$ cat config.mk
export PLATFORM = sky130hd
export DESIGN_NAME = bl_duty_conv
export DESIGN_NICKNAME = d
export VERILOG_FILES = /design/src/rtl/bl_duty_pkg.sv /design/src/rtl/bl_fwd_stage.sv /design/src/rtl/bl_rb_operands.sv /design/src/rtl/bl_restoring_div.sv /design/src/rtl/bl_duty_conv.sv
export SDC_FILE = /design/constraint.sdc
export NUM_CORES = 2
export LEC_CHECK = 0
export ABC_AREA = 0
export ABC_CLOCK_PERIOD_IN_PS = 10400
export BUFFER_PORTS_ARGS = -buffer_cell sky130_fd_sc_hd__buf_2
export CORE_ASPECT_RATIO = 1.1
export CORE_MARGIN = 5
export CORE_UTILIZATION = 48
export CTS_BUF_LIST = sky130_fd_sc_hd__clkbuf_4 sky130_fd_sc_hd__clkbuf_8 sky130_fd_sc_hd__clkbuf_16
export CTS_CLUSTER_SIZE = 10
export DETAILED_ROUTE_END_ITERATION = 6
export PLACE_DENSITY = 0.72
export SYNTH_ARGS = -nofsm -noshare
export SYNTH_HDL_FRONTEND = slang
export SYNTH_HIERARCHICAL = 1
export SYNTH_SLANG_ARGS = --single-unit
$ cat constraint.sdc
create_clock -name clk -period 10.4 [get_ports clk]
set_input_delay 2.6 -clock clk [delete_from_list [all_inputs] [get_ports clk]]
set_output_delay 2.6 -clock clk [all_outputs]
set_load 0.05 [all_outputs]
$ cat src/rtl/bl_duty_pkg.sv
package bl_duty_pkg;
  localparam int LVL_W   = 8;
  localparam int DUTY_W  = 16;
  localparam int CNT_W   = 4;
  localparam int NB_W    = $clog2(DUTY_W + 1);
  localparam int WIDE_W  = 3 * LVL_W;
  localparam int U_W     = DUTY_W + 1;
  localparam int PROD_W  = U_W + DUTY_W;
  localparam int DIVN_W  = 2 * DUTY_W + 1;
  localparam int HALF_W  = DIVN_W + 1;
  localparam int M_W     = HALF_W + DUTY_W;
  localparam int RB_W    = DUTY_W + 1;
  localparam int RB_LAT  = DIVN_W + 1;
  localparam logic [WIDE_W-1:0] STRETCH_K = WIDE_W'(24'h010101);

  // Decode the width code: zero selects the full duty width.
  function automatic logic [NB_W-1:0] eff_bits(input logic [CNT_W-1:0] code);
    return (code == '0) ? NB_W'(DUTY_W) : NB_W'(code);
  endfunction

  // Mask with the low n bits set.
  function automatic logic [DUTY_W-1:0] width_mask(input logic [NB_W-1:0] n);
    logic [DUTY_W:0] t;
    t = ((DUTY_W+1)'(1) << n) - (DUTY_W+1)'(1);
    return t[DUTY_W-1:0];
  endfunction

  // Level to U1.16 with the 256/255 stretch and half-up rounding.
  function automatic logic [U_W-1:0] stretch_level(input logic [LVL_W-1:0] lv);
    logic [WIDE_W-1:0] w;
    w = WIDE_W'(lv) * STRETCH_K;
    return U_W'(w >> LVL_W) + U_W'((w >> (LVL_W - 1)) & WIDE_W'(1));
  endfunction

  function automatic logic [DUTY_W-1:0] fwd_duty(input logic [LVL_W-1:0] lv,
                                                 input logic [DUTY_W-1:0] per,
                                                 input logic [CNT_W-1:0] code);
    logic [NB_W-1:0]   n;
    logic [DUTY_W-1:0] p;
    logic [PROD_W-1:0] prod;
    n    = eff_bits(code);
    p    = per & width_mask(n);
    prod = PROD_W'(stretch_level(lv)) * PROD_W'(p);
    return DUTY_W'(prod >> n) + DUTY_W'((prod >> (n - NB_W'(1))) & PROD_W'(1));
  endfunction

  function automatic logic [DUTY_W-1:0] rb_divisor(input logic [DUTY_W-1:0] per,
                                                   input logic [NB_W-1:0] n);
    logic [DUTY_W-1:0] p;
    p = per & width_mask(n);
    return (p == '0) ? '1 : p;
  endfunction

  function automatic logic [DIVN_W-1:0] rb_dividend(input logic [DUTY_W-1:0] d,
                                                    input logic frac,
                                                    input logic [NB_W-1:0] n);
    logic [DUTY_W-1:0] dm;
    dm = frac ? d : (d & (width_mask(n) << (NB_W'(DUTY_W) - n)));
    return DIVN_W'(dm) << (n + NB_W'(1));
  endfunction

  // Halve with rounding, rescale by the period, round back by n bits.
  function automatic logic [RB_W-1:0] rb_finish(input logic [DIVN_W-1:0] q,
                                                input logic [DUTY_W-1:0] p,
                                                input logic [NB_W-1:0] n);
    logic [HALF_W-1:0] h;
    logic [M_W-1:0]    m;
    h = (HALF_W'(q) + HALF_W'(1)) >> 1;
    m = M_W'(h) * M_W'(p);
    return RB_W'(m >> n) + RB_W'((m >> (n - NB_W'(1))) & M_W'(1));
  endfunction
endpackage

$ cat src/rtl/bl_fwd_stage.sv
module bl_fwd_stage
  import bl_duty_pkg::*;
(
  input  logic              clk,
  input  logic              rst_n,
  input  logic              fire,
  input  logic [LVL_W-1:0]  level,
  input  logic [DUTY_W-1:0] period,
  input  logic [CNT_W-1:0]  code,
  output logic              out_valid,
  output logic [DUTY_W-1:0] out_duty
);
  logic [DUTY_W-1:0] duty_next;

  assign duty_next = fwd_duty(level, period, code);

  always_ff @(posedge clk or negedge rst_n) begin
    if (!rst_n) begin
      out_valid <= 1'b0;
      out_duty  <= '0;
    end else begin
      out_valid <= fire;
      if (fire) out_duty <= duty_next;
    end
  end
endmodule

$ cat src/rtl/bl_rb_operands.sv
module bl_rb_operands
  import bl_duty_pkg::*;
(
  input  logic [DUTY_W-1:0] duty_in,
  input  logic [DUTY_W-1:0] period,
  input  logic [CNT_W-1:0]  code,
  input  logic              frac,
  output logic [NB_W-1:0]   n_bits,
  output logic [DIVN_W-1:0] dividend,
  output logic [DUTY_W-1:0] divisor
);
  always_comb begin
    n_bits   = eff_bits(code);
    divisor  = rb_divisor(period, n_bits);
    dividend = rb_dividend(duty_in, frac, n_bits);
  end
endmodule

$ cat src/rtl/bl_restoring_div.sv
module bl_restoring_div #(
  parameter int NUM_W = 33,
  parameter int DEN_W = 16
) (
  input  logic             clk,
  input  logic             rst_n,
  input  logic             start,
  input  logic [NUM_W-1:0] num,
  input  logic [DEN_W-1:0] den,
  output logic             busy,
  output logic             done,
  output logic [NUM_W-1:0] quot
);
  localparam int CW = $clog2(NUM_W + 1);

  logic [DEN_W-1:0] rem_q;
  logic [DEN_W-1:0] den_q;
  logic [CW-1:0]    cnt_q;
  logic [DEN_W:0]   trial;
  logic             take;

  assign trial = {rem_q, quot[NUM_W-1]};
  assign take  = trial >= {1'b0, den_q};

  always_ff @(posedge clk or negedge rst_n) begin
    if (!rst_n) begin
      rem_q <= '0;
      den_q <= '0;
      cnt_q <= '0;
      quot  <= '0;
      busy  <= 1'b0;
      done  <= 1'b0;
    end else begin
      done <= 1'b0;
      if (!busy) begin
        if (start) begin
          quot  <= num;
          den_q <= den;
          rem_q <= '0;
          cnt_q <= CW'(NUM_W);
          busy  <= 1'b1;
        end
      end else begin
        rem_q <= take ? DEN_W'(trial - {1'b0, den_q}) : trial[DEN_W-1:0];
        quot  <= {quot[NUM_W-2:0], take};
        cnt_q <= cnt_q - CW'(1);
        if (cnt_q == CW'(1)) begin
          busy <= 1'b0;
          done <= 1'b1;
        end
      end
    end
  end
endmodule

$ cat src/rtl/bl_duty_conv.sv
module bl_duty_conv
  import bl_duty_pkg::*;
(
  input  logic              clk,
  input  logic              rst_n,
  input  logic              fwd_valid,
  input  logic [LVL_W-1:0]  level,
  input  logic [DUTY_W-1:0] period,
  input  logic [CNT_W-1:0]  period_bits,
  output logic              duty_valid,
  output logic [DUTY_W-1:0] duty,
  input  logic              rb_start,
  input  logic [DUTY_W-1:0] duty_now,
  input  logic              frac_en,
  output logic              rb_busy,
  output logic              rb_done,
  output logic [RB_W-1:0]   rb_level
);
  logic [NB_W-1:0]   op_n;
  logic [DIVN_W-1:0] op_num;
  logic [DUTY_W-1:0] op_den;
  logic              rb_accept;
  logic              div_busy;
  logic              div_done;
  logic [DIVN_W-1:0] div_quot;
  logic [NB_W-1:0]   hold_n;
  logic [DUTY_W-1:0] hold_den;

  bl_fwd_stage u_fwd (
    .clk(clk), .rst_n(rst_n), .fire(fwd_valid), .level(level),
    .period(period), .code(period_bits),
    .out_valid(duty_valid), .out_duty(duty)
  );

  bl_rb_operands u_ops (
    .duty_in(duty_now), .period(period), .code(period_bits), .frac(frac_en),
    .n_bits(op_n), .dividend(op_num), .divisor(op_den)
  );

  assign rb_busy   = div_busy | div_done;
  assign rb_accept = rb_start & ~rb_busy;

  bl_restoring_div #(.NUM_W(DIVN_W), .DEN_W(DUTY_W)) u_div (
    .clk(clk), .rst_n(rst_n), .start(rb_accept), .num(op_num), .den(op_den),
    .busy(div_busy), .done(div_done), .quot(div_quot)
  );

  always_ff @(posedge clk or negedge rst_n) begin
    if (!rst_n) begin
      hold_n   <= '0;
      hold_den <= '0;
      rb_done  <= 1'b0;
      rb_level <= '0;
    end else begin
      rb_done <= div_done;
      if (rb_accept) begin
        hold_n   <= op_n;
        hold_den <= op_den;
      end
      if (div_done) rb_level <= rb_finish(div_quot, hold_den, hold_n);
    end
  end
endmodule

**Yosys cells after proc, flatten, opt, wreduce, memory -nomap -nowiden**

Index checks and enable logic that the tools add are counted.

- Add/subtract/negate cells: 11
- Multiply operators: 3
- $lt $le $gt $ge: 1
- Equality and inequality tests: 1
- Shift-type cells: 7
- Mux-type cells: 15
- Bitwise operators: 6
- Reduce and logical (&&, ||, !) cells: 4

Operators by type and width:

| cell | number |
|---|---|
| two-way mux 16 bit | 5 |
| two-way mux 33 bit | 2 |
| multiplier 33 x 16 -> 49 bit | 1 |
| >> shifter 49 x 5 -> 1 bit | 1 |
| >> shifter 49 x 5 -> 17 bit | 1 |
| adder 33 x 1 -> 34 bit, second input constant | 1 |
| multiplier 17 x 16 -> 33 bit | 1 |
| << shifter 16 x 5 -> 33 bit | 1 |
| >> shifter 33 x 5 -> 1 bit | 1 |
| >> shifter 33 x 5 -> 16 bit | 1 |
| bitwise AND 16 bit | 2 |
| multiplier 8 x 17 -> 24 bit, second input constant | 1 |
| adder 16 x 1 -> 17 bit | 1 |
| adder 17 x 1 -> 17 bit | 1 |
| >= comparator 17 x 16 -> 1 bit | 1 |
| adder 16 x 1 -> 16 bit | 1 |
| logical NOT 16 bit | 1 |
| << shifter 1 x 5 -> 16 bit, first input constant | 1 |
| << shifter 16 x 5 -> 16 bit | 1 |
| subtractor 16 bit | 1 |
| subtractor 16 x 2 -> 16 bit, second input constant | 1 |
| two-way mux 6 bit | 2 |
| subtractor 5 x 1 -> 5 bit, second input constant | 2 |
| equality test 6 x 1 -> 1 bit, second input constant | 1 |
| other kinds (11) | 16 |

- Bits in registers: 129
- Input port bits: 49
- Output and inout bits: 36
- Logic and storage cells: 60

**Depth between registers and ports, before layout**

- Depth after elaboration: 10
- Gate-level depth with buffers: 50
- Gate-level depth less buffers: 44

**Hierarchy**

Netlist, hierarchy kept.

By module, submodules not included:

| module | times used | cells each | area each (µm²) | sequential area each (µm²) |
|---|---|---|---|---|
| bl_duty_conv | 1 | 2705 | 22716.8 | 975.9 |
| bl_fwd_stage | 1 | 1685 | 13170.1 | 425.4 |
| bl_restoring_div | 1 | 441 | 4113.9 | 1826.8 |
| bl_rb_operands | 1 | 535 | 3445.8 | 0.0 |

**Worst setup path before layout**

OpenSTA, ideal clock, no wires.

- Path kind: input-to-reg
- Start: in period_bits[0]
- End: reg u_fwd.out_duty[14]
- Setup time: 0.095 ns
- Arrival time: 12.597 ns
- Data required time: 10.305 ns
- Setup slack: -2.292 ns
- Cell stages on the path: 45
- Buffers on the path: 6
- Cell sequence: clkbuf_1 > inv_1 > ha_1 > clkbuf_1 > nand2_1 > nand2_1 > clkbuf_1 > ha_1 > nand2_1 > ha_1 > o21ai_0 > nand3b_1 > xor2_1 > and2_1 > clkbuf_1 > nand2_1 > fa_1 > inv_1 > (+9 left out) > ha_1 > buf_6 > and3_4 > buf_6 > a221oi_2 > o21ai_1 > or3_4 > xnor2_2 > mux4_2 > or3_1 > a41o_1 > ha_1 > ha_1 > a21boi_0 > nand3_1 > nor2_1 > and3_1 > o31ai_1

- Longest elaborated chain between the ends: 8
- Elaborated cells between the ends (all ways): 10
- Those cells by class: add/sub: 3; mul: 1; shift: 3; mux: 1; bitwise: 1; reduce/logical: 1

Ends and longest elaborated chain:

| element | RTL line | RTL |
|---|---|---|
| start, declared | bl_duty_conv.sv:9 | `input logic [CNT_W-1:0] period_bits,` |
| logical NOT 4 bit | bl_duty_pkg.sv:18 | `return (code == '0) ? NB_W'(DUTY_W) : NB_W'(code);` |
| two-way mux 5 bit * | bl_duty_pkg.sv:18 |  |
| << shifter 1 x 5 -> 16 bit | bl_duty_pkg.sv:24 | `t = ((DUTY_W+1)'(1) << n) - (DUTY_W+1)'(1);` |
| subtractor 16 x 2 -> 16 bit | bl_duty_pkg.sv:24 |  |
| bitwise AND 16 bit | bl_duty_pkg.sv:42 | `p = per & width_mask(n);` |
| multiplier 17 x 16 -> 33 bit | bl_duty_pkg.sv:43 | `prod = PROD_W'(stretch_level(lv)) * PROD_W'(p);` |
| >> shifter 33 x 5 -> 16 bit or >> shifter 33 x 5 -> 1 bit (tied branches) | bl_duty_pkg.sv:44 | `return DUTY_W'(prod >> n) + DUTY_W'((prod >> (n - NB_W'(1))) & PROD_W'(1));` |
| adder 16 x 1 -> 16 bit * | bl_duty_pkg.sv:44 |  |
| end signal, assigned | bl_fwd_stage.sv:23 | `if (fire) out_duty <= duty_next;` |
| end, declared | bl_fwd_stage.sv:11 | `output logic [DUTY_W-1:0] out_duty` |

Mark *: on every way between the ends. The rest lies on a longest branch, timed or not.
A chain may end at the register's enable or synchronous reset.

**Final worst setup path**

- Start: in period_bits[0]
- End: reg u_fwd.out_duty[15]

The elaborated chain is that of the path after synthesis.

==> results.yml <==
outcome:
  status: "finished with violations"
  violations: "negative setup slack"
synth:
  ys_types: 142
  syn_area_sq_um: 43450
  yosys_register_bits: 129
  ys.flop_type: "dfrtp_1"
  synthCells: 5366
  yosysWarningCount: 6
  synthArstFlopShare_pct: 100.0
  syn-num-nets: 6325
  ys_seq_area_share_pct: 7.430
  synth_edf_count: 0
  avgSynthCellArea_sq_um: 8.097
detailed_routing:
  drt-total-wl_um: 155000
  wl_met2_um: 75950
  dr_wl_met3_um: 10340
  first_pass_iters: 6
  wl_per_cell_um: 22.29
  top_layer: "met5"
  post-route-drc-count: 0
  wl_met1_um: 56400
  viasPerCell: 6.109
  num_vias: 42460
  drtAntennaViolNets: 0
  drtIter0Drc: 4052
clock_network:
  cts_buffer_depth: 2
  ctsHoldBuffers: 0
  clockRootBuffer: "clkbuf_16"
  tritoncts: "built"
  path_clk_slew_ns: 0.07
  cts_buffers: 17
  h-tree-depth: 4
  clk_latency_ns: 0.47
  numClockSinks: 129
place:
  hpwlAfterDp_um: 125600
  gp_congestion: 1.003
  port_buffers: 84
setup_path:
  slowest_delay_ns: 0.56
  critPathKind: "in2reg"
  r2r_cells: 35
  critPathMaxFanout: 6
  r2r_start: "u_div/quot[8]$_DFFE_PN0P_"
  crit_path_start_kind: "input pin"
  crit_top_cell: "fa_1"
  slowest_stage: "fa_1"
  required_ns: 10.75
  cp.arrival_ns: 11.42
  r2r-end: "rb_level[16]$_DFFE_PN0P_"
  crit_path_end_kind: "flip-flop"
  r2r_slack_ns: 0.50
global_route:
  grt_usage_pct: 31.71
  grt_overflow: 0
  antenna_found_initial: 2
  grt_max_degree: 84
  grt_pass1_vias: 44120
  grt_first_pass_wirelength_um: 245000
min_path:
  hold_class: "reg2reg"
  whs_endpoint: "u_div/cnt_q[5]$_DFFE_PN0P_"
  min_from: "u_div/cnt_q[5]$_DFFE_PN0P_"
  whs_path_depth: 1
layout:
  fin_nets: 6726
  drive_above_1_share_pct: 19.01
  finalCoreUtilization_pct: 56.47
  syn_to_final_growth_pct: 16.52
timing:
  timing.final.ws_setup_ns: -0.6650
  worst_slew_pin_slew_ns: 1.106
  setup-violations-final: 16
  drv_slew: 0
  final_hold_viol_count: 0
  rsz0062_at_grt: "true"
  finalSetupTns_ns: -7.738
  final.setup_skew_ns: 0.009714
  fmaxAchievable_mhz: 90.37
  fin_crit_sh_pct: 106.4
  slew_headroom_pct: 26.00
  period_needed_ns: 11.07
die:
  core_sq_um: 89640
  pin_count: 85
  rows: 115
  start_util_pct: 48.47
  die-area_sq_um: 96640
  die_h_um: 325.5
  die_x_um: 296.9
job:
  cap_violations: 0
-- layout make-up --
type                            instances  area, sq um
Clock buffer                           17        425.4
Tap cell                             1170         1464
Clock inverter                         15        152.6
Fill cell                            8215        39020
Timing Repair Buffer                  688         5229
Antenna cell                            1        2.502
Inverter                              656         2482
Sequential cell                       129         3232
Multi-Input combinational cell       4275        37640
-- critical path: cells and delay by family --
kind                     cells  cell delay [ns]
AO/OA/AOI/OAI                5             1.04
XOR/XNOR                     1             0.14
adder cells (fa/ha/maj)     10             3.80
buffers and inverters       13             1.30
multiplexers                 1             0.32
AND/OR/NAND/NOR             12             2.19
-- synth_stat cells (28+ instances only) --
master,n,area [sq um]
mux2i_1,93,930.9
o21ai_0,168,840.8
nor2b_1,84,525.5
nor4_1,35,219.0
inv_1,650,2440
a21oi_1,195,975.9
o21a_1,42,315.3
nand3_1,99,495.5
buf_2,36,180.2
and3_1,53,331.6
and2_1,181,1132
ha_1,270,3378
nand2b_1,35,219.0
xor2_1,41,359.1
o21ai_1,40,200.2
a21o_1,29,217.7
nor3_1,112,560.5
clkbuf_1,237,889.6
or3_1,32,200.2
fa_1,640,12810
o211ai_1,52,390.4
dfrtp_1,129,3228
nand2_1,890,3341
nand4_1,57,356.6
mux2_2,40,450.4
nor2_1,361,1355
a31oi_1,28,175.2
xnor2_1,97,849.6
a211oi_1,47,352.8
-- logic make-up (layout without fill, tap and decap cells) --
family | after synthesis | in the layout | share of synthesized area, %
AOI/OAI and AO/OA | 1013 | 1013 | 16.89
xor gates and xnor gates | 141 | 141 | 2.920
adders and majority gates | 910 | 910 | 37.27
buffers and inverters | 962 | 1376 | 8.665
DFF | 129 | 129 | 7.430
muxes | 156 | 156 | 4.354
other | 0 | 1 | 0
and+or+nand+nor | 2055 | 2055 | 22.48
-- placed cells by master, fill, tap and decap left out, types with 20 or more instances in the layout --
master / instances
buf_2: 79
fa_1: 635
mux2i_1: 93
nand2_1: 876
a21o_1: 29
o22ai_1: 23
mux4_2: 20
nor3_1: 107
a21oi_1: 179
nor4_1: 30
mux2_2: 39
inv_1: 631
nand3_1: 96
o21ai_1: 40
dfrtp_1: 126
o211ai_1: 52
nor2b_1: 84
nor2_1: 342
or2_2: 20
o211a_1: 20
xnor2_1: 87
xor2_1: 40
a211oi_1: 40
a31oi_1: 25
and2_1: 176
nand2b_1: 35
ha_1: 247
o21a_1: 40
and3_1: 52
o21ai_0: 151
a211o_1: 25
a21oi_2: 21
buf_4: 574
or3_1: 32
nand4_1: 57
-- how the worst max path moves through the flow --
stage,from,endpoint,slack [ns],cells past startpoint
CTS,period_bits[0],u_fwd/out_duty[15]$_DFFE_PN0P_,-0.56,42
detailed placement,period_bits[0],u_fwd/out_duty[8]$_DFFE_PN0P_,-1.52,44
floorplan,period_bits[0],u_fwd/out_duty[14]$_DFFE_PN0P_,-1.12,45
global placement,period_bits[0],u_fwd/out_duty[15]$_DFFE_PN0P_,-1.42,40
finish,period_bits[0],u_fwd/out_duty[15]$_DFFE_PN0P_,-0.67,42
global route,period_bits[1],u_fwd/out_duty[15]$_DFFE_PN0P_,-0.87,42
-- registers in the layout, summed over array words and instances (netlist names), 5 cells and up --
name and cells:
hold_n 5, hold_den 16, u_div/quot 33, u_fwd/out_duty 16
rb_level 17, u_div/rem_q 16, u_div/cnt_q 6, u_div/den_q 16
-- repair_timing --
item,4_1_cts,5_1_grt
buffers inserted,23,27
pin swaps,63,42
endpoints found under the setup margin,18,30
resized for setup,125,120
gates cloned,0,0
-- stage by stage --
stage	std cells	hold WS, ns	area (sq um)	worst slack (ns)
CTS	6923	0.4769	49880	-0.5650
global route	6951	0.5026	50620	-0.8748
detailed placement	6870	0.4620	48570	-1.524
floorplan	5366	0.3519	43730	-1.122
finish	6951	0.4808	50620	-0.6650
global placement	6870	0.4613	48570	-1.419
-- metal layers --
layer | track usage (%) | vias to the layer above
li1 | - | 18880
met4 | 20.00 | 2
met5 | 0 | -
met3 | 3.650 | 614
met2 | 55.42 | 2053
met1 | 37.27 | 20920
Power is not shown: default switching activity piles up to over one toggle a cycle in this logic, so the estimate is an artifact.
